<file path="config.mk">
export PLATFORM = sky130hd
export DESIGN_NAME = gpio_scatter_bank
export DESIGN_NICKNAME = d
export VERILOG_FILES = /design/src/rtl/gpio_scatter_pkg.sv /design/src/rtl/gpio_in_sync.sv /design/src/rtl/gpio_pin_cell.sv /design/src/rtl/gpio_bus_port.sv /design/src/rtl/gpio_scatter_bank.sv
export SDC_FILE = /design/constraint.sdc
export NUM_CORES = 1
export LEC_CHECK = 0
export CAP_MARGIN = 40
export CORE_MARGIN = 4
export CORE_UTILIZATION = 39
export CTS_CLUSTER_DIAMETER = 120
export DETAILED_ROUTE_END_ITERATION = 10
export PLACE_DENSITY = 0.76
export SETUP_SLACK_MARGIN = 0.4
export SYNTH_ARGS = -nofsm -noshare
export SYNTH_HDL_FRONTEND = slang
export SYNTH_SLANG_ARGS = --single-unit
</file>
<file path="constraint.sdc">
create_clock -name clk -period 0.85 [get_ports clk]
set_input_delay 0.17 -clock clk [delete_from_list [all_inputs] [get_ports clk]]
set_output_delay 0.17 -clock clk [all_outputs]
set_load 0.05 [all_outputs]
</file>
<file path="src/rtl/gpio_scatter_pkg.sv">
package gpio_scatter_pkg;

  // Which register holds a pin's fields
  typedef enum logic [1:0] {
    BANK_WIDE   = 2'd0,
    BANK_NIB_LO = 2'd1,
    BANK_NIB_HI = 2'd2,
    BANK_NONE   = 2'd3
  } bank_e;

  function automatic bank_e pin_bank(input int pin);
    if (pin < 2)       return BANK_WIDE;
    else if (pin < 10) return BANK_NIB_LO;
    else if (pin < 14) return BANK_NIB_HI;
    else               return BANK_NONE;
  endfunction

  function automatic int pin_base(input int pin);
    case (pin_bank(pin))
      BANK_WIDE:   return pin * 16;
      BANK_NIB_LO: return (pin - 2) * 4;
      BANK_NIB_HI: return (pin - 10) * 4;
      default:     return 0;
    endcase
  endfunction

  function automatic int out_pos(input int pin);
    return pin_base(pin);
  endfunction

  function automatic int dir_pos(input int pin);
    return pin_base(pin) + ((pin_bank(pin) == BANK_WIDE) ? 4 : 1);
  endfunction

  function automatic int sense_pos(input int pin);
    return pin_base(pin) + ((pin_bank(pin) == BANK_WIDE) ? 8 : 2);
  endfunction

endpackage

</file>
<file path="src/rtl/gpio_in_sync.sv">
module gpio_in_sync #(
  parameter int WIDTH  = 14,
  parameter int STAGES = 2
) (
  input  logic             clk,
  input  logic             rst_n,
  input  logic [WIDTH-1:0] async_in,
  output logic [WIDTH-1:0] sync_out
);
  logic [WIDTH-1:0] chain [STAGES];

  always_ff @(posedge clk or negedge rst_n) begin
    if (!rst_n) begin
      for (int s = 0; s < STAGES; s++) chain[s] <= '0;
    end else begin
      chain[0] <= async_in;
      for (int s = 1; s < STAGES; s++) chain[s] <= chain[s-1];
    end
  end

  assign sync_out = chain[STAGES-1];
endmodule

</file>
<file path="src/rtl/gpio_pin_cell.sv">
module gpio_pin_cell (
  input  logic clk,
  input  logic rst_n,
  input  logic load,
  input  logic d_out,
  input  logic d_dir,
  output logic q_out,
  output logic q_dir
);
  always_ff @(posedge clk or negedge rst_n) begin
    if (!rst_n) begin
      q_out <= 1'b0;
      q_dir <= 1'b0;
    end else if (load) begin
      q_out <= d_out;
      q_dir <= d_dir;
    end
  end
endmodule

</file>
<file path="src/rtl/gpio_bus_port.sv">
module gpio_bus_port #(
  parameter int ADDR_W = 12,
  parameter int DATA_W = 32,
  parameter int OFS_A  = 'h818,
  parameter int OFS_B  = 'h81C,
  parameter int OFS_C  = 'h850
) (
  input  logic              clk,
  input  logic              rst_n,
  input  logic              bus_sel,
  input  logic              bus_wr,
  input  logic [ADDR_W-1:0] bus_addr,
  input  logic [DATA_W-1:0] img_a,
  input  logic [DATA_W-1:0] img_b,
  input  logic [DATA_W-1:0] img_c,
  output logic [2:0]        wr_hit,
  output logic              wr_miss,
  output logic              rd_stb,
  output logic [DATA_W-1:0] bus_rdata,
  output logic              bus_ready
);
  localparam logic [ADDR_W-1:0] A_A = ADDR_W'(OFS_A);
  localparam logic [ADDR_W-1:0] A_B = ADDR_W'(OFS_B);
  localparam logic [ADDR_W-1:0] A_C = ADDR_W'(OFS_C);

  logic [2:0]        hit;
  logic              wr_stb;
  logic [DATA_W-1:0] rd_mux;

  assign hit     = {bus_addr == A_C, bus_addr == A_B, bus_addr == A_A};
  assign wr_stb  = bus_sel & bus_wr;
  assign rd_stb  = bus_sel & ~bus_wr;
  assign wr_hit  = hit & {3{wr_stb}};
  assign wr_miss = wr_stb & ~(|hit);

  always_comb begin
    rd_mux = '0;
    unique case (1'b1)
      hit[0]:  rd_mux = img_a;
      hit[1]:  rd_mux = img_b;
      hit[2]:  rd_mux = img_c;
      default: rd_mux = '0;
    endcase
  end

  always_ff @(posedge clk or negedge rst_n) begin
    if (!rst_n) begin
      bus_rdata <= '0;
      bus_ready <= 1'b0;
    end else begin
      bus_ready <= bus_sel;
      bus_rdata <= rd_stb ? rd_mux : '0;
    end
  end
endmodule

</file>
<file path="src/rtl/gpio_scatter_bank.sv">
module gpio_scatter_bank
  import gpio_scatter_pkg::*;
#(
  parameter int NUM_PINS    = 14,
  parameter int ADDR_W      = 12,
  parameter int DATA_W      = 32,
  parameter int SYNC_STAGES = 2,
  parameter int OFS_A       = 'h818,
  parameter int OFS_B       = 'h81C,
  parameter int OFS_C       = 'h850
) (
  input  logic                clk,
  input  logic                rst_n,
  input  logic                bus_sel,
  input  logic                bus_wr,
  input  logic [ADDR_W-1:0]   bus_addr,
  input  logic [DATA_W-1:0]   bus_wdata,
  output logic [DATA_W-1:0]   bus_rdata,
  output logic                bus_ready,
  input  logic [NUM_PINS-1:0] pad_in,
  output logic [NUM_PINS-1:0] pad_oe,
  output logic [NUM_PINS-1:0] pad_out
);
  localparam int NBANK = 3;

  // Named internal events, used by the bound checker
  logic [2:0]          wr_hit;
  logic                wr_miss;
  logic                rd_stb;
  logic [NUM_PINS-1:0] sense_q;
  logic [NUM_PINS-1:0] dir_q;
  logic [NUM_PINS-1:0] out_q;
  logic [DATA_W-1:0]   img [NBANK];

  gpio_in_sync #(.WIDTH(NUM_PINS), .STAGES(SYNC_STAGES)) u_sync (
    .clk      (clk),
    .rst_n    (rst_n),
    .async_in (pad_in),
    .sync_out (sense_q)
  );

  gpio_bus_port #(
    .ADDR_W(ADDR_W), .DATA_W(DATA_W),
    .OFS_A(OFS_A), .OFS_B(OFS_B), .OFS_C(OFS_C)
  ) u_bus (
    .clk       (clk),
    .rst_n     (rst_n),
    .bus_sel   (bus_sel),
    .bus_wr    (bus_wr),
    .bus_addr  (bus_addr),
    .img_a     (img[0]),
    .img_b     (img[1]),
    .img_c     (img[2]),
    .wr_hit    (wr_hit),
    .wr_miss   (wr_miss),
    .rd_stb    (rd_stb),
    .bus_rdata (bus_rdata),
    .bus_ready (bus_ready)
  );

  for (genvar g = 0; g < NUM_PINS; g++) begin : g_pin
    localparam bank_e BK = pin_bank(g);
    if (BK != BANK_NONE) begin : g_cell
      gpio_pin_cell u_cell (
        .clk   (clk),
        .rst_n (rst_n),
        .load  (wr_hit[int'(BK)]),
        .d_out (bus_wdata[out_pos(g)]),
        .d_dir (bus_wdata[dir_pos(g)]),
        .q_out (out_q[g]),
        .q_dir (dir_q[g])
      );
    end else begin : g_absent
      assign out_q[g] = 1'b0;
      assign dir_q[g] = 1'b0;
    end
  end

  // Assemble the three register images from the per-pin fields
  always_comb begin
    for (int b = 0; b < NBANK; b++) img[b] = '0;
    for (int p = 0; p < NUM_PINS; p++) begin
      if (pin_bank(p) != BANK_NONE) begin
        img[int'(pin_bank(p))][out_pos(p)]   = out_q[p];
        img[int'(pin_bank(p))][dir_pos(p)]   = dir_q[p];
        img[int'(pin_bank(p))][sense_pos(p)] = sense_q[p];
      end
    end
  end

  assign pad_oe  = dir_q;
  assign pad_out = out_q;
endmodule

</file>
==> impl_metrics.toml, run 1 <==
[global_route]
grt_remaining_overflow = 0
grt_first_pass_wirelength_mm = 13.1
grt_pass1_vias = 2450
grt_max_degree = 29
track_usage_pct = 18.3
antenna_found_initial = 0

[run_status]
status = "finished with violations"
violations = "negative hold slack, negative setup slack"

[layout]
final_area_um2 = 5660
final_cells = 454
n_antenna_cell = 0
fillers = 459
utilization_pct = 73.3
drive_gt1_share_pct = 68.8
nets = 409
areaGrowthSynthToFinish_pct = 83.2

[setup_path]
slowest_delay_ns = 0.41
cp_num_buf_inv = 2
worstPathMaxFanout = 2
cp-start-kind = "flop"
path_class = "flop to output port"
path_delay_family = "flip-flops"
cp-end-kind = "output port"
required_ns = 0.68
cp_slowest_cell = "dfrtp_1"
cp_cell_sequence = "buf_6 -> buf_12"
worst_ep_arrival_time_ns = 1.03

[synth]
ys_async_sr_fraction_pct = 100
ys.flop_type = "dfrtp_1"
synth_area_per_cell_um2 = 14.7
synth_warnings = 0
synth.distinct_cells = 22
postSynthCellCount = 210
synth_top_cells_by_count = "dfrtp_1, buf_4, mux2_2"
ys_seq_elements = 81
synth_edf_count = 0
synthMostInstantiatedCell = "dfrtp_1"
synthesis.area_um2 = 3090
synth_top_area_cell = "dfrtp_1"
ys_seq_area_share_pct = 65.6
yosys-top-cells-area = "dfrtp_1, buf_4, mux2_2"
yosys.area.top_type_share_pct = 65.6

[clock_tree]
cts.path.max_buffers = 2
clk_pin_slew_worst_paths_ns = 0.08
cts_root_buf = "clkbuf_8"
cts_tree = "built"
worstSkewPairLatency_ns = 0.36
cts.sinks = 81
numCtsBuffers = 9
cts.htree.levels = 3

[timing]
maxSlewViolCount = 0
setup_ws_ns = -0.355
clock_skew_ns = 0.0102
min_period_over_period_pct = 142
setup_viol = 105
finalSetupTns_ns = -27.68
fin_crit_ns = 1.20
rsz0062_at_grt = "yes"
hold_viol_final = 81
fin_hold_ws_ns = -0.360
fmax_mhz = 830

[floorplan]
dieArea_um2 = 9420
core_um2 = 7730
die_width_um = 97.0
rows = 32
io_pins = 123
initial_core_util_pct = 40.0
die_h_um = 97.0

[power]
p_leak_nw = 2.49
max-vdd-ir-drop_mv = 1.08
powerDensity_nw_per_um2 = 1460
p_total_w = 0.00825

[route]
vias = 2140
via_per_inst = 4.71
first_pass_iters = 6
drt-initial-drc-count = 38
wl_per_cell_um = 18.4
ant_nets = 0
totalWireLength_mm = 8.35
drc = 0

[place]
dpl.hpwl_mm = 5.30
portBuffers = 98
finalWeightedCongestion = 0.803
placed_cells = 406
place_area_um2 = 4780

[min_path]
hold_class = "input port to async pin"

[run]
cap_viol_max_count = 0
==> power by group <==
part	switching, W	total, W	leakage, nW	internal, W
combinational	0.000345	0.000694	1.35	0.000349
sequential	0.0000223	0.00394	1.02	0.00392
clock	0.00136	0.00361	0.128	0.00226
total	0.00172	0.00825	2.49	0.00653
==> per-layer routing <==
layer  GRT usage (%)  vias up  share of wire (%)
met2            32.2       84                 53
met5               0        -                  0
met1            19.3     1069                 37
met4            10.9        0                4.5
li1                -      957                  -
met3            5.34       30                5.7
==> per-stage QoR <==
| step | hold slack (ns) | setup WS [ns] |
|---|---|---|
| after CTS | -0.376 | -0.364 |
| after global routing | -0.379 | -0.381 |
| after floorplan | -0.126 | -0.609 |
| after global placement | 0.00709 | -1.20 |
| after detailed placement | 0.0108 | -1.24 |
| final | -0.360 | -0.355 |
==> path summary, 6_finish.rpt <==
kind	endpoint	depth (start not counted)	slack (ns)	start
hold / removal	u_bus.bus_rdata[5]	1	-0.36	rst_n
max in group asynchronous	u_bus.bus_rdata[6]	2	0.82	rst_n
min in group clk	u_bus.bus_ready	2	0.06	bus_sel
setup reg to reg	u_bus.bus_rdata[0]	4	-0.26	g_pin[0].g_cell.u_cell.q_out
hold reg to reg	u_sync.sync_out[0]	0	0.35	u_sync.chain[14]
setup / recovery	pad_out[2]	2	-0.35	g_pin[2].g_cell.u_cell.q_out
==> sequential cells by signal (all words and copies together), names as in the netlist <==
| name | flops |
|---|---|
| u_sync.chain | 14 |
| g_pin.g_cell.u_cell.q_dir | 14 |
| u_bus.bus_ready | 1 |
| u_bus.bus_rdata | 24 |
| u_sync.sync_out | 14 |
| g_pin.g_cell.u_cell.q_out | 14 |
==> cell families (layout without fill, tap and decap cells) <==
group           count (synthesis)  after routing  share of synthesized area (%)
flops                          81             81                           65.6
buf+inv                        43            178                           10.3
simple gates                   38             38                           8.54
mux                            34             34                           12.3
compound gates                 13             13                           3.20
other cells                     1              8                          0.121
==> layout make-up <==
cell class | instances | area, um2 | share of cell area, %
Timing Repair Buffer | 162 | 2140 | 37.7
Clock buffer | 11 | 131 | 2.32
Sequential cell | 81 | 2060 | 36.5
Multi-Input combinational cell | 93 | 1070 | 19.0
Tap cell | 102 | 128 | 2.25
Clock inverter | 5 | 129 | 2.28
==> repair_timing <==
| action | 4_1_cts | 5_1_grt |
|---|---|---|
| resized for setup | 125 | 31 |
| setup buffers | 24 | 7 |
| hold endpoints to repair | 81 | 81 |
| cloned | 1 | 0 |
| pin swaps | 17 | 10 |
| endpoints found under the setup margin | 120 | 119 |
==> cell usage in the layout (no fill, tap or decap), drive strengths merged <==
cell type	Yosys	layout
mux2i	3	3
clkdlybuf4s50	0	30
conb	1	8
clkinv	0	1
mux2	31	31
a22oi	12	12
o2111ai	1	1
bufinv	0	4
and3b	1	1
buf	42	128
dfrtp	81	81
and4	1	1
nor4bb	2	2
nand4	4	4
nor4b	2	2
nor3b	12	12
nor2	15	15
clkdlybuf4s15	0	3
clkbuf	1	12
nor2b	1	1
==> worst reg2reg max path, stage by stage (launching register included) <==
cell and delay, ns:
dfrtp_1 0.39, buf_4 0.14, mux2_2 0.26, a22oi_2 0.18, nor2_4 0.04
(Power assumes the default switching activity.)
==> inputs of run 2 (changes only) <==
CORE_UTILIZATION = 50   (was 39)
DONT_BUFFER_PORTS = 1   (was default)
PLACE_DENSITY = 0.68   (was 0.76)
==> impl_metrics.toml, run 2 (synthesized netlist as in run 1, its figures left out) <==
[run_status]
status = "finished with violations"
violations = "negative hold slack, negative setup slack"

[clock_tree]
cts_tree = "built"
cts.htree.levels = 3
cts.path.max_buffers = 2
worstSkewPairLatency_ns = 0.35
numCtsBuffers = 9
cts_root_buf = "clkbuf_8"
cts.sinks = 81
clk_pin_slew_worst_paths_ns = 0.09

[place]
finalWeightedCongestion = 0.781
place_ws_ns = -0.656
portBuffers = 0
dpl.hpwl_mm = 4.34
place_area_um2 = 3260

[global_route]
grt_first_pass_wirelength_mm = 10.7
antenna_found_initial = 0
grt_remaining_overflow = 0
grtUsageMet1_pct = 22.8
grt_pass1_vias = 2014
use_met2_pct = 33.0
track_usage_pct = 19.4
top_usage_layer = "met2"
met3_usage_pct = 5.99
grt_max_degree = 82

[floorplan]
core_um2 = 5960
dieArea_um2 = 7510
initial_core_util_pct = 51.9
die_h_um = 86.6
io_pins = 123
rows = 28
die_width_um = 86.6

[route]
ant_nets = 0
first_pass_iters = 4
drt-initial-drc-count = 63
vias = 1839
drc = 0
wl_per_cell_um = 20.2
totalWireLength_mm = 7.12
via_per_inst = 5.22

[layout]
nets = 334
largest_register_ffs = 24
n_antenna_cell = 0
drive_gt1_share_pct = 65.0
mostFrequentLayoutCell = "dfrtp_1"
areaGrowthSynthToFinish_pct = 39.2
top_register = "u_bus.bus_rdata"
final_cell_mix = "dfrtp_1, buf_6, buf_4, dfrtp_2, mux2_4"
final_area_um2 = 4300

[timing]
min_period_over_period_pct = 130
finalSetupTns_ns = -17.57
fin_crit_ns = 1.10
clock_skew_ns = 0.00547
setup_ws_ns = -0.251
setup_viol = 103
rsz0062_at_grt = "yes"
hold_viol_final = 120
maxSlewViolCount = 0
fmax_mhz = 908
fin_hold_ws_ns = -0.499

[setup_path]
cp_slowest_cell = "dfrtp_1"
required_ns = 0.68
path_delay_family = "flip-flops"
cp-start-kind = "flop"
cp_cell_sequence = "buf_6"
worst_ep_arrival_time_ns = 0.93
cp-end-kind = "output port"
slowest_delay_ns = 0.41
worstPathMaxFanout = 3
path_class = "flop to output port"
cp_num_buf_inv = 1

[power]
powerDensity_nw_per_um2 = 1670
p_total_w = 0.00718
max-vdd-ir-drop_mv = 1.30
netSwitchingFraction_pct = 23.7
p_clk_share_pct = 40.8
p_leak_nw = 2.00
seqPwrFrac_pct = 55.1
p_sw_w = 0.00170
p_comb_share_pct = 4.1
p_int_w = 0.00548

[min_path]
hold_class = "input port to async pin"

[run]
cap_viol_max_count = 0
[run 2: cell count changes in the layout (fill, tap and decap cells not counted), sizes merged, moves of 4 or more]
cell | before | now
dlymetal6s4s | 0 | 6
dlygate4sd3 | 0 | 9
buf | 128 | 72
clkdlybuf4s50 | 30 | 0
inv | 0 | 4
[run 2: layer usage]
layer	up-vias	wire length [um]
met3	11	577
met5	-	0
met4	0	129
li1	805	-
met2	80	3710
met1	943	2700
[run 2: final timing paths]
path	cells after the start	end	slack, ns	startpoint
worst max-delay path	1	pad_oe[1]	-0.25	g_pin[1].g_cell.u_cell.q_dir
worst min-delay path	0	u_bus.bus_rdata[16]	-0.50	rst_n
worst max register to register	3	g_pin[9].g_cell.u_cell.q_out	-0.18	g_pin[9].g_cell.u_cell.q_out
worst min register to register	0	u_sync.sync_out[12]	0.35	u_sync.chain[26]
max in group asynchronous	0	u_bus.bus_rdata[13]	1.20	rst_n
min in group clk	1	u_bus.bus_rdata[17]	-0.12	bus_wr
[run 2: cell type report]
type	instances	area, um2
Clock buffer	9	124
Multi-Input combinational cell	93	1050
Fill cell	363	1650
Tap cell	75	93.8
Timing Repair Buffer	87	890
Sequential cell	81	2060
Clock inverter	7	86.3
[run 2: power groups by stage]
stage | Clock, W | Combinational (W) | Sequential [W]
after floorplan | 0 | 0.000221 | 0.00402
final | 0.00293 | 0.000294 | 0.00395
after CTS | 0.00299 | 0.000272 | 0.00395
after detailed placement | 0 | 0.000189 | 0.00403
after global placement | 0 | 0.000188 | 0.00403
after global routing | 0.00317 | 0.000308 | 0.00396
[run 2: what timing repair did]
action / CTS / global route
cloned: 2 / 0
pin swaps: 11 / 7
setup buffers: 21 / 8
endpoints found under the setup margin: 119 / 125
resized for setup: 90 / 27
hold buffers: 13 / 2
endpoints found under the hold margin: 136 / 123
[run 2: per-stage QoR]
stage | cells | utilization [%]
global route | 352 | 72.3
floorplan | 217 | -
detailed placement | 290 | 54.7
finish | 352 | 72.3
global placement | 290 | 54.7
CTS | 342 | 69.2
